File: src/rtl/mbox_pkg.sv
package mbox_pkg;
  typedef enum logic [3:0] {
    OP_NONE,
    OP_PUSH,
    OP_POP,
    OP_STS_CLR,
    OP_EN_SET,
    OP_EN_CLR,
    OP_EN_WR,
    OP_RD_REV,
    OP_RD_FULL,
    OP_RD_CNT,
    OP_RD_STS,
    OP_RD_EN
  } mbox_op_e;

  typedef struct packed {
    mbox_op_e   op;
    logic [7:0] idx;
  } mbox_cmd_t;
endpackage

File: src/rtl/mbox_queue.sv
module mbox_queue #(
  parameter int DEPTH = 4,
  parameter int DW    = 32,
  localparam int PW   = (DEPTH > 1) ? $clog2(DEPTH) : 1,
  localparam int CW   = $clog2(DEPTH + 1)
) (
  input  logic          clk,
  input  logic          rstN,
  input  logic          push,
  input  logic          pop,
  input  logic [DW-1:0] wdata,
  output logic [CW-1:0] count,
  output logic          full,
  output logic [DW-1:0] head
);
  logic [DW-1:0] mem [DEPTH];
  logic [PW-1:0] wrPtr, rdPtr;
  logic doPush, doPop;

  function automatic logic [PW-1:0] nextPtr(input logic [PW-1:0] p);
    return (p == PW'(DEPTH - 1)) ? '0 : p + 1'b1;
  endfunction

  assign full   = (count == CW'(DEPTH));
  assign doPush = push && !full;
  assign doPop  = pop && (count != '0);
  assign head   = mem[rdPtr];

  always_ff @(posedge clk) begin
    if (doPush) mem[wrPtr] <= wdata;
  end

  always_ff @(posedge clk) begin
    if (!rstN) begin
      wrPtr <= '0;
      rdPtr <= '0;
      count <= '0;
    end else begin
      if (doPush) wrPtr <= nextPtr(wrPtr);
      if (doPop)  rdPtr <= nextPtr(rdPtr);
      case ({doPush, doPop})
        2'b10:   count <= count + 1'b1;
        2'b01:   count <= count - 1'b1;
        default: count <= count;
      endcase
    end
  end
endmodule

File: src/rtl/mbox_ctrl.sv
module mbox_ctrl
  import mbox_pkg::*;
#(
  parameter int          NUM_QUEUES = 4,
  parameter int          NUM_USERS  = 3,
  parameter int          DEPTH      = 4,
  parameter int          ADDR_W     = 10,
  parameter bit          LEGACY     = 1'b0,
  parameter logic [31:0] REVISION   = 32'h0001_0200,
  localparam int CW       = $clog2(DEPTH + 1),
  localparam int EW       = 2 * NUM_QUEUES,
  localparam int STS_BASE = LEGACY ? 32'h100 : 32'h104,
  localparam int USR_STEP = LEGACY ? 8 : 16
) (
  input  logic                           clk,
  input  logic                           rstN,
  input  logic                           busSel,
  input  logic                           busWrite,
  input  logic [ADDR_W-1:0]              busAddr,
  input  logic [NUM_QUEUES-1:0][CW-1:0]  qCount,
  input  logic [NUM_QUEUES-1:0]          qFull,
  input  logic [NUM_QUEUES-1:0][31:0]    qHead,
  input  logic [NUM_USERS-1:0][EW-1:0]   stsAll,
  input  logic [NUM_USERS-1:0][EW-1:0]   enAll,
  output mbox_cmd_t                      cmd,
  output logic [31:0]                    busRdata
);
  int addr;
  assign addr = int'(32'(busAddr));

  always_comb begin
    cmd.op  = OP_NONE;
    cmd.idx = '0;
    if (busSel) begin
      if (addr == 0) cmd.op = busWrite ? OP_NONE : OP_RD_REV;
      for (int m = 0; m < NUM_QUEUES; m++) begin
        if (addr == 32'h040 + 4 * m) begin
          cmd.op  = busWrite ? OP_PUSH : OP_POP;
          cmd.idx = 8'(m);
        end
        if (addr == 32'h080 + 4 * m) begin
          cmd.op  = busWrite ? OP_NONE : OP_RD_FULL;
          cmd.idx = 8'(m);
        end
        if (addr == 32'h0C0 + 4 * m) begin
          cmd.op  = busWrite ? OP_NONE : OP_RD_CNT;
          cmd.idx = 8'(m);
        end
      end
      for (int u = 0; u < NUM_USERS; u++) begin
        if (addr == STS_BASE + USR_STEP * u) begin
          cmd.op  = busWrite ? OP_STS_CLR : OP_RD_STS;
          cmd.idx = 8'(u);
        end
        if (addr == STS_BASE + USR_STEP * u + 4) begin
          cmd.op  = busWrite ? (LEGACY ? OP_EN_WR : OP_EN_SET) : OP_RD_EN;
          cmd.idx = 8'(u);
        end
        if (!LEGACY && addr == STS_BASE + USR_STEP * u + 8) begin
          cmd.op  = busWrite ? OP_EN_CLR : OP_RD_EN;
          cmd.idx = 8'(u);
        end
      end
    end
  end

  logic [31:0] rdNext;
  always_comb begin
    rdNext = '0;
    case (cmd.op)
      OP_RD_REV: rdNext = REVISION;
      default: ;
    endcase
    for (int m = 0; m < NUM_QUEUES; m++) begin
      if (cmd.idx == 8'(m)) begin
        if (cmd.op == OP_POP && qCount[m] != '0) rdNext = qHead[m];
        if (cmd.op == OP_RD_FULL) rdNext = {31'b0, qFull[m]};
        if (cmd.op == OP_RD_CNT)  rdNext = 32'(qCount[m]);
      end
    end
    for (int u = 0; u < NUM_USERS; u++) begin
      if (cmd.idx == 8'(u)) begin
        if (cmd.op == OP_RD_STS) rdNext = 32'(stsAll[u]);
        if (cmd.op == OP_RD_EN)  rdNext = 32'(enAll[u]);
      end
    end
  end

  always_ff @(posedge clk) begin
    if (!rstN)                     busRdata <= '0;
    else if (busSel && !busWrite)  busRdata <= rdNext;
  end
endmodule

File: src/rtl/mbox_datapath.sv
module mbox_datapath
  import mbox_pkg::*;
#(
  parameter int NUM_QUEUES = 4,
  parameter int NUM_USERS  = 3,
  parameter int DEPTH      = 4,
  parameter bit LEGACY     = 1'b0,
  localparam int CW = $clog2(DEPTH + 1),
  localparam int EW = 2 * NUM_QUEUES
) (
  input  logic                          clk,
  input  logic                          rstN,
  input  mbox_cmd_t                     cmd,
  input  logic [31:0]                   busWdata,
  output logic [NUM_QUEUES-1:0][CW-1:0] qCount,
  output logic [NUM_QUEUES-1:0]         qFull,
  output logic [NUM_QUEUES-1:0][31:0]   qHead,
  output logic [NUM_USERS-1:0][EW-1:0]  stsAll,
  output logic [NUM_USERS-1:0][EW-1:0]  enAll,
  output logic [NUM_USERS-1:0]          irqOut
);
  logic [EW-1:0] evVec;

  for (genvar m = 0; m < NUM_QUEUES; m++) begin : g_queue
    logic pushM, popM;
    assign pushM = (cmd.op == OP_PUSH) && (cmd.idx == 8'(m));
    assign popM  = (cmd.op == OP_POP)  && (cmd.idx == 8'(m));
    assign evVec[2*m]   = pushM && !qFull[m];
    assign evVec[2*m+1] = popM && qFull[m];

    mbox_queue #(.DEPTH(DEPTH), .DW(32)) u_queue (
      .clk   (clk),
      .rstN  (rstN),
      .push  (pushM),
      .pop   (popM),
      .wdata (busWdata),
      .count (qCount[m]),
      .full  (qFull[m]),
      .head  (qHead[m])
    );
  end

  for (genvar u = 0; u < NUM_USERS; u++) begin : g_user
    logic hitU;
    logic [EW-1:0] clrMask;
    assign hitU    = (cmd.idx == 8'(u));
    assign clrMask = (hitU && cmd.op == OP_STS_CLR) ? busWdata[EW-1:0] : '0;

    always_ff @(posedge clk) begin
      if (!rstN) stsAll[u] <= '0;
      else       stsAll[u] <= (stsAll[u] & ~clrMask) | evVec;
    end

    if (LEGACY) begin : g_plain_en
      always_ff @(posedge clk) begin
        if (!rstN)                            enAll[u] <= '0;
        else if (hitU && cmd.op == OP_EN_WR)  enAll[u] <= busWdata[EW-1:0];
      end
    end else begin : g_split_en
      always_ff @(posedge clk) begin
        if (!rstN)                             enAll[u] <= '0;
        else if (hitU && cmd.op == OP_EN_SET)  enAll[u] <= enAll[u] | busWdata[EW-1:0];
        else if (hitU && cmd.op == OP_EN_CLR)  enAll[u] <= enAll[u] & ~busWdata[EW-1:0];
      end
    end

    assign irqOut[u] = |(stsAll[u] & enAll[u]);
  end
endmodule

File: src/rtl/mbox_unit.sv
module mbox_unit
  import mbox_pkg::*;
#(
  parameter int          NUM_QUEUES = 4,
  parameter int          NUM_USERS  = 3,
  parameter int          DEPTH      = 4,
  parameter int          ADDR_W     = 10,
  parameter bit          LEGACY     = 1'b0,
  parameter logic [31:0] REVISION   = 32'h0001_0200,
  localparam int CW = $clog2(DEPTH + 1),
  localparam int EW = 2 * NUM_QUEUES
) (
  input  logic                 clk,
  input  logic                 rstN,
  input  logic                 busSel,
  input  logic                 busWrite,
  input  logic [ADDR_W-1:0]    busAddr,
  input  logic [31:0]          busWdata,
  output logic [31:0]          busRdata,
  output logic [NUM_USERS-1:0] irqOut
);
  mbox_cmd_t                     cmd;
  logic [NUM_QUEUES-1:0][CW-1:0] qCount;
  logic [NUM_QUEUES-1:0]         qFull;
  logic [NUM_QUEUES-1:0][31:0]   qHead;
  logic [NUM_USERS-1:0][EW-1:0]  stsAll;
  logic [NUM_USERS-1:0][EW-1:0]  enAll;

  mbox_ctrl #(
    .NUM_QUEUES(NUM_QUEUES), .NUM_USERS(NUM_USERS), .DEPTH(DEPTH),
    .ADDR_W(ADDR_W), .LEGACY(LEGACY), .REVISION(REVISION)
  ) u_ctrl (
    .clk(clk), .rstN(rstN), .busSel(busSel), .busWrite(busWrite),
    .busAddr(busAddr), .qCount(qCount), .qFull(qFull), .qHead(qHead),
    .stsAll(stsAll), .enAll(enAll), .cmd(cmd), .busRdata(busRdata)
  );

  mbox_datapath #(
    .NUM_QUEUES(NUM_QUEUES), .NUM_USERS(NUM_USERS), .DEPTH(DEPTH),
    .LEGACY(LEGACY)
  ) u_dp (
    .clk(clk), .rstN(rstN), .cmd(cmd), .busWdata(busWdata),
    .qCount(qCount), .qFull(qFull), .qHead(qHead),
    .stsAll(stsAll), .enAll(enAll), .irqOut(irqOut)
  );
endmodule

File: config.mk
export PLATFORM = sky130hd
export DESIGN_NAME = mbox_unit
export DESIGN_NICKNAME = d
export VERILOG_FILES = /design/src/rtl/mbox_pkg.sv /design/src/rtl/mbox_queue.sv /design/src/rtl/mbox_ctrl.sv /design/src/rtl/mbox_datapath.sv /design/src/rtl/mbox_unit.sv
export SDC_FILE = /design/constraint.sdc
export NUM_CORES = 1
export LEC_CHECK = 0
export ABC_AREA = 1
export ABC_CLOCK_PERIOD_IN_PS = 7560
export CORE_ASPECT_RATIO = 1.2
export CORE_MARGIN = 2
export CORE_UTILIZATION = 31
export DETAILED_ROUTE_END_ITERATION = 6
export PLACE_DENSITY = 0.42
export SYNTH_ARGS = -nofsm -noshare
export SYNTH_HDL_FRONTEND = slang
export SYNTH_HIERARCHICAL = 1
export SYNTH_SLANG_ARGS = --single-unit
export TNS_END_PERCENT = 20
File: constraint.sdc
create_clock -name clk -period 7.56 [get_ports clk]
set_input_delay 1.134 -clock clk [delete_from_list [all_inputs] [get_ports clk]]
set_output_delay 1.134 -clock clk [all_outputs]
set_load 0.05 [all_outputs]
==> results of run 1 <==
-- power groups by stage --
stage	logic, mW	clock network, mW	registers [mW]
floorplan	0.0411	0	3.82
global placement	0.166	0	3.81
detailed placement	0.166	0	3.81
CTS	0.166	3.32	3.74
global route	0.174	3.44	3.74
finish	0.160	3.22	3.74
-- layer usage --
metal | track usage | wire [µm] | vias up
met5 | 0 | 0 | -
met4 | 0.0749 | 3100 | 0
li1 | - | - | 9086
met2 | 0.334 | 43300 | 479
met1 | 0.211 | 32600 | 9400
met3 | 0.0228 | 2950 | 131
-- worst reg2reg max path, stage by stage (launching register included) --
cell	delay, ns
dfxtp_2	0.31
buf_4	0.57
inv_8	0.31
o21ai_1	0.24
o22ai_1	0.14
a32oi_1	0.48
nand2_1	0.14
o211ai_1	0.20
nand4_1	0.26
o211ai_1	0.16
inv_1	0.05
-- logic make-up after synthesis --
| family | share of synthesized area |
|---|---|
| compound gates | 0.123 |
| fa+ha+maj | 0.0140 |
| buf+inv | 0.0584 |
| flops | 0.650 |
| other cells | 0.000138 |
| simple gates | 0.155 |
-- flip-flops by register name, indices dropped and copies added, names as in the netlist, named ones only --
signal and cells:
u_dp/g_queue.u_queue/count 12, u_ctrl/busRdata 32, u_dp/stsAll 24, u_dp/g_queue.u_queue/mem 512
u_dp/g_queue.u_queue/rdPtr 8, u_dp/g_queue.u_queue/wrPtr 8
-- path summary, 6_finish.rpt --
check | from | to | slack, ns
max reg2reg | flop | u_ctrl/busRdata[5] | 4.61
min reg2reg | u_ctrl/busRdata[11] | u_ctrl/busRdata[11] | 0.46
min | u_ctrl/busRdata[11] | u_ctrl/busRdata[11] | 0.46
max | busWrite | u_dp/g_queue[3].u_queue/mem[3][24] | 2.44
-- cell usage in the layout, fill, tap and decap left out, drive strengths merged, types with 2 or more instances in the layout --
cell type and count:
edfxtp 512, clkinv 22, nand2 324, o22ai 128, a32oi 9, nand3b 8
clkdlybuf4s50 79, clkbuf 100, buf 39, or2 3, inv 152, o21ai 322
dfxtp 116, nor3 11, fa 4, o211ai 23, ha 24, nand3 188
a22o 9, a21oi 103, nand4 21, a221oi 2, nor2 422, conb 6
-- area by class of cell --
cell class	count	area [µm²]	area share
Clock inverter	24	140	0.00451
Tap cell	1149	1440	0.0463
Timing Repair Buffer	118	1080	0.0348
Clock buffer	100	2010	0.0648
Inverter	151	597	0.0192
Multi-Input combinational cell	1614	8100	0.261
Sequential cell	628	17700	0.570
==> run summary, run 1 <==
gr ovfl total: 0
later-pin clock latency in the skew report: 0.61 ns
Layout area overhead: 14.1%
Starting Density: 0.312
CTS root buf: clkbuf_16
first-pass GRT wire length: 123 mm
maximum clock frequency: 0.195 GHz
CP Class: input pin to flop
Leak Pwr: 10.8 nW
Final Instance Area: 31100 µm²
dominant synthesized flop cell: edfxtp_1
dpl ws: 1.78 ns
hold_ws: 0.463 ns
setup_tns: 0 ns
fin crit period: 5.12 ns
CTS tree: done
sw frac: 0.210
vias in the first global route: 19176
Critical Path Stages: 18
CP Data Arrival Time: 5.44 ns
worst-path maximum fanout: 24
nets@finish: 2655
number of DRC markers in iteration 0: 1504
post-layout power: 7.12 mW
WP buf/inv: 5
DP Cell Count: 3660
register area share after synthesis: 0.650
Least-Margin Pin Slew: 1.20 ns
Post-DP HPWL: 52.6 mm
worst rel slew slack: 0.200
final core occ: 0.355
Yosys Warn Count: 6
Critical Path RT: 7.88 ns
PortBufs: 80
crit path capture type: flop
final period utilization: 0.677
worst hold path class: flop to flop
Synth area leaders: edfxtp_1 56%, dfxtp_1 8.5%, nor2_1 5.5%, nand2_1 4.3%, nand3_1 3.3%
clock network fraction of total power: 0.453
largest net degree at the start of global routing: 66
PnR worst setup slack: 2.44 ns
FFs w/ async S/R, synth: 0
via/cell ratio: 5.05
CP startpoint kind: input pin
Routed WL per cell: 21.7 µm
Total GRT Usage: 0.181
Clock Tree Buf Depth: 3
Yosys top cell by area: edfxtp_1
Gate power share: 0.022
Routed WL: 81.9 mm
initial antenna violation count: 0
Die Wd: 275 µm
CORE AREA: 87400 µm²
setup violators final: 0
most frequent cells after synthesis: 512 x edfxtp_1, 402 x nor2_1, 312 x nand2_1
Cell Pwr Density: 229 nW/µm²
via count: 19096
n_diodes: 0
Rows: 119
placed cell area: 28900 µm²
Max Clock Skew: 0.0227 ns
setup repair bufs after CTS: 0
peak supply drop: 0.000168 V
R2R depth: 10
chip height: 329 µm
sw power: 1.49 mW
CTS Buf Count: 68
mean post-synth cell area: 10.8 µm²
Final GP Congestion: 0.845
most common cell in the netlist: edfxtp_1
Synth Register Bits: 628
RSZ-0062 raised after global routing: false
CTS resizes: 0
Final Hold Vio Count: 0
CTS sink cnt: 628
die area: 90200 µm²
hold path cells: 2
Hold-fix buffers, CTS: 0
EDFF count, synth: 512
status: finished with violations
fraction of power consumed by sequential logic: 0.525
failing checks: DRC
drt first pass iters: 7
max-slew violation count: 0
max-cap violation count: 0
antenna-violating nets left: 0
I/O pin cnt: 81
Mapped Area: 27200 µm²
critical path's top delay family: simple AND/OR/NAND/NOR gates
clock slew at reported path FFs: 0.06 ns
layout cells sized above 1: 0.0869
Internal: 5.63 mW
Non-Filler Instances: 3784
critical path's slowest cell: clkdlybuf4s50_1
gate count of the mapped netlist: 2529
Yosys cell types: 45
DR DRC count: 1
post-synth top area share: 0.565
Layout fillers: 8575
Critical Path Max Stage Delay: 0.76 ns
cells along the critical path: clkdlybuf4s50_1 -> clkinv_1 -> o21ai_0 -> nand3_1 -> nand3_1 -> nor2_1 -> nand3_1 -> nand2_1 -> nand2_2 -> inv_2 -> nor2_4 -> nand2_1 -> nor2_1 -> inv_1 -> nor2_1 -> nand2_2 -> nor2_4 -> buf_4
H-tree Lvls: 3
(Power assumes the default switching activity.)
==> run 2: changes to the inputs <==
- ABC_CLOCK_PERIOD_IN_PS: 7560 -> 4500
- PLACE_DENSITY: 0.42 -> 0.43
- clock period: 7.56 -> 4.5 ns (I/O delays scaled with it)
==> run 2 against run 1 <==
Compared with the run above:
- the run now ends clean
- clock skew grew 0.018 ns
- global-route usage grew 0.92 points
- register-to-register slack lost 3.0 ns
- sequential share of layout area shrank 0.84 points
- power grew 69%
- critical path depth grew 12
- utilization grew 0.53 points
- clock-buffer cell count shrank 10
- hold slack gained 0.0096 ns
==> run summary, run 2 (same netlist as run 1, synthesis figures left out) <==
met2 usage: 0.347
I/O pin cnt: 81
H-tree Lvls: 3
met3 Use GR: 0.0239
CTS resizes: 0
placed cell area: 29400 µm²
Layout area overhead: 15.8%
Rows: 119
die area: 90200 µm²
routing usage on met1: 0.233
status: finished clean
R2R depth: 12
setup violators final: 0
gr ovfl total: 0
Final GP Congestion: 0.857
leading cell types in the layout, fill and taps excluded: 512 x edfxtp_1, 384 x nor2_1, 311 x nand2_1
number of DRC markers in iteration 0: 1554
via count: 19605
setup repair bufs after CTS: 0
fin crit period: 3.91 ns
Critical Path RT: 4.97 ns
Starting Density: 0.312
initial antenna violation count: 0
critical path's slowest cell: clkdlybuf4s50_1
worst hold path class: flop to flop
via/cell ratio: 5.14
maximum clock frequency: 0.256 GHz
chip height: 329 µm
Post-DP HPWL: 52.5 mm
Clock Tree Buf Depth: 3
layout cells sized above 1: 0.0960
post-layout power: 12.0 mW
max-slew violation count: 0
CP Class: input pin to flop
Cell Pwr Density: 381 nW/µm²
Worst Hold Endpoint: u_ctrl/busRdata[23]
hold path cells: 2
Hold-fix buffers, CTS: 0
clock slew at reported path FFs: 0.05 ns
Die Wd: 275 µm
biggest regs: u_dp/g_queue.u_queue/mem: 512 flops, u_ctrl/busRdata: 32 flops, u_dp/stsAll: 24 flops
CP Data Arrival Time: 4.38 ns
setup_tns: 0 ns
final period utilization: 0.869
Leak Pwr: 11.0 nW
first-pass GRT wire length: 128 mm
R2R Setup Slk: 1.66 ns
RSZ-0062 raised after global routing: false
Final Instance Area: 31500 µm²
CP startpoint kind: input pin
Max Clock Skew: 0.0404 ns
vias in the first global route: 19494
CORE AREA: 87400 µm²
Routed WL per cell: 22.6 µm
n_diodes: 0
PortBufs: 80
CTS sink cnt: 628
later-pin clock latency in the skew report: 0.61 ns
CTS Buf Count: 69
worst rel slew slack: 0.154
max reg flops: 512
nets@finish: 2686
drt first pass iters: 5
Least-Margin Pin Slew: 1.26 ns
CTS tree: done
Total GRT Usage: 0.191
layer with the highest usage: met2
Reg2Reg Capture Point: u_ctrl/busRdata[1]
Biggest register: u_dp/g_queue.u_queue/mem
leading cell type in the layout, fill and taps excluded: edfxtp_1
max-cap violation count: 0
DR DRC count: 0
Routed WL: 86.2 mm
largest net degree at the start of global routing: 65
peak supply drop: 0.000247 V
crit path capture type: flop
CTS root buf: clkbuf_16
Critical Path Max Stage Delay: 0.52 ns
cell mode on critical path: nand2_1
Final Hold Vio Count: 0
Worst Min Path Start: u_ctrl/busRdata[23]
antenna-violating nets left: 0
worst-path maximum fanout: 5
run 2: where the power goes:
part           leakage (nW)  switching (mW)  internal [mW]
Sequential             5.54         0.00498           6.28
Clock                  1.06            2.36           3.11
Combinational          4.37           0.184         0.0625
run 2: layer usage:
layer | vias up | routed length [µm]
li1 | 9142 | -
met1 | 9803 | 35400
met2 | 539 | 44800
met3 | 121 | 3790
met4 | 0 | 2250
met5 | - | 0
run 2: cell type report:
type | count | area, µm²
Tap cell | 1149 | 1440
Inverter | 151 | 597
Multi-Input combinational cell | 1614 | 8100
Clock buffer | 90 | 1860
Sequential cell | 628 | 17700
Fill cell | 8579 | 55900
Timing Repair Buffer | 148 | 1520
Clock inverter | 36 | 323
run 2: worst max-delay path: cells and delay by family:
kind	cells	cell delay, ns
fa+ha+maj	2	0.55
buf+inv	9	1.12
simple gates	19	2.02
run 2: worst max-delay path by stage:
stage               cells past startpoint                                 to  slack (ns)  startpoint
CTS                                    30   u_dp/g_queue[1].u_queue/count[2]        0.64  busAddr[8]
global placement                       31   u_dp/g_queue[1].u_queue/count[2]        0.09  busAddr[4]
finish                                 30   u_dp/g_queue[1].u_queue/count[2]        0.59  busAddr[8]
global route                           30   u_dp/g_queue[1].u_queue/count[2]        0.15  busAddr[0]
floorplan                              16  u_dp/g_queue[2].u_queue/mem[0][0]        0.11  busAddr[8]
detailed placement                     31   u_dp/g_queue[1].u_queue/count[2]        0.04  busAddr[4]
run 2: metrics by stage:
stage	std cells	setup slack, ns	utilization	hold WS, ns
floorplan	2534	0.112	-	0.453
global placement	3690	0.0874	0.336	0.463
detailed placement	3690	0.0373	0.336	0.462
CTS	3816	0.643	0.361	0.473
global route	3816	0.152	0.361	0.491
finish	3816	0.591	0.361	0.473
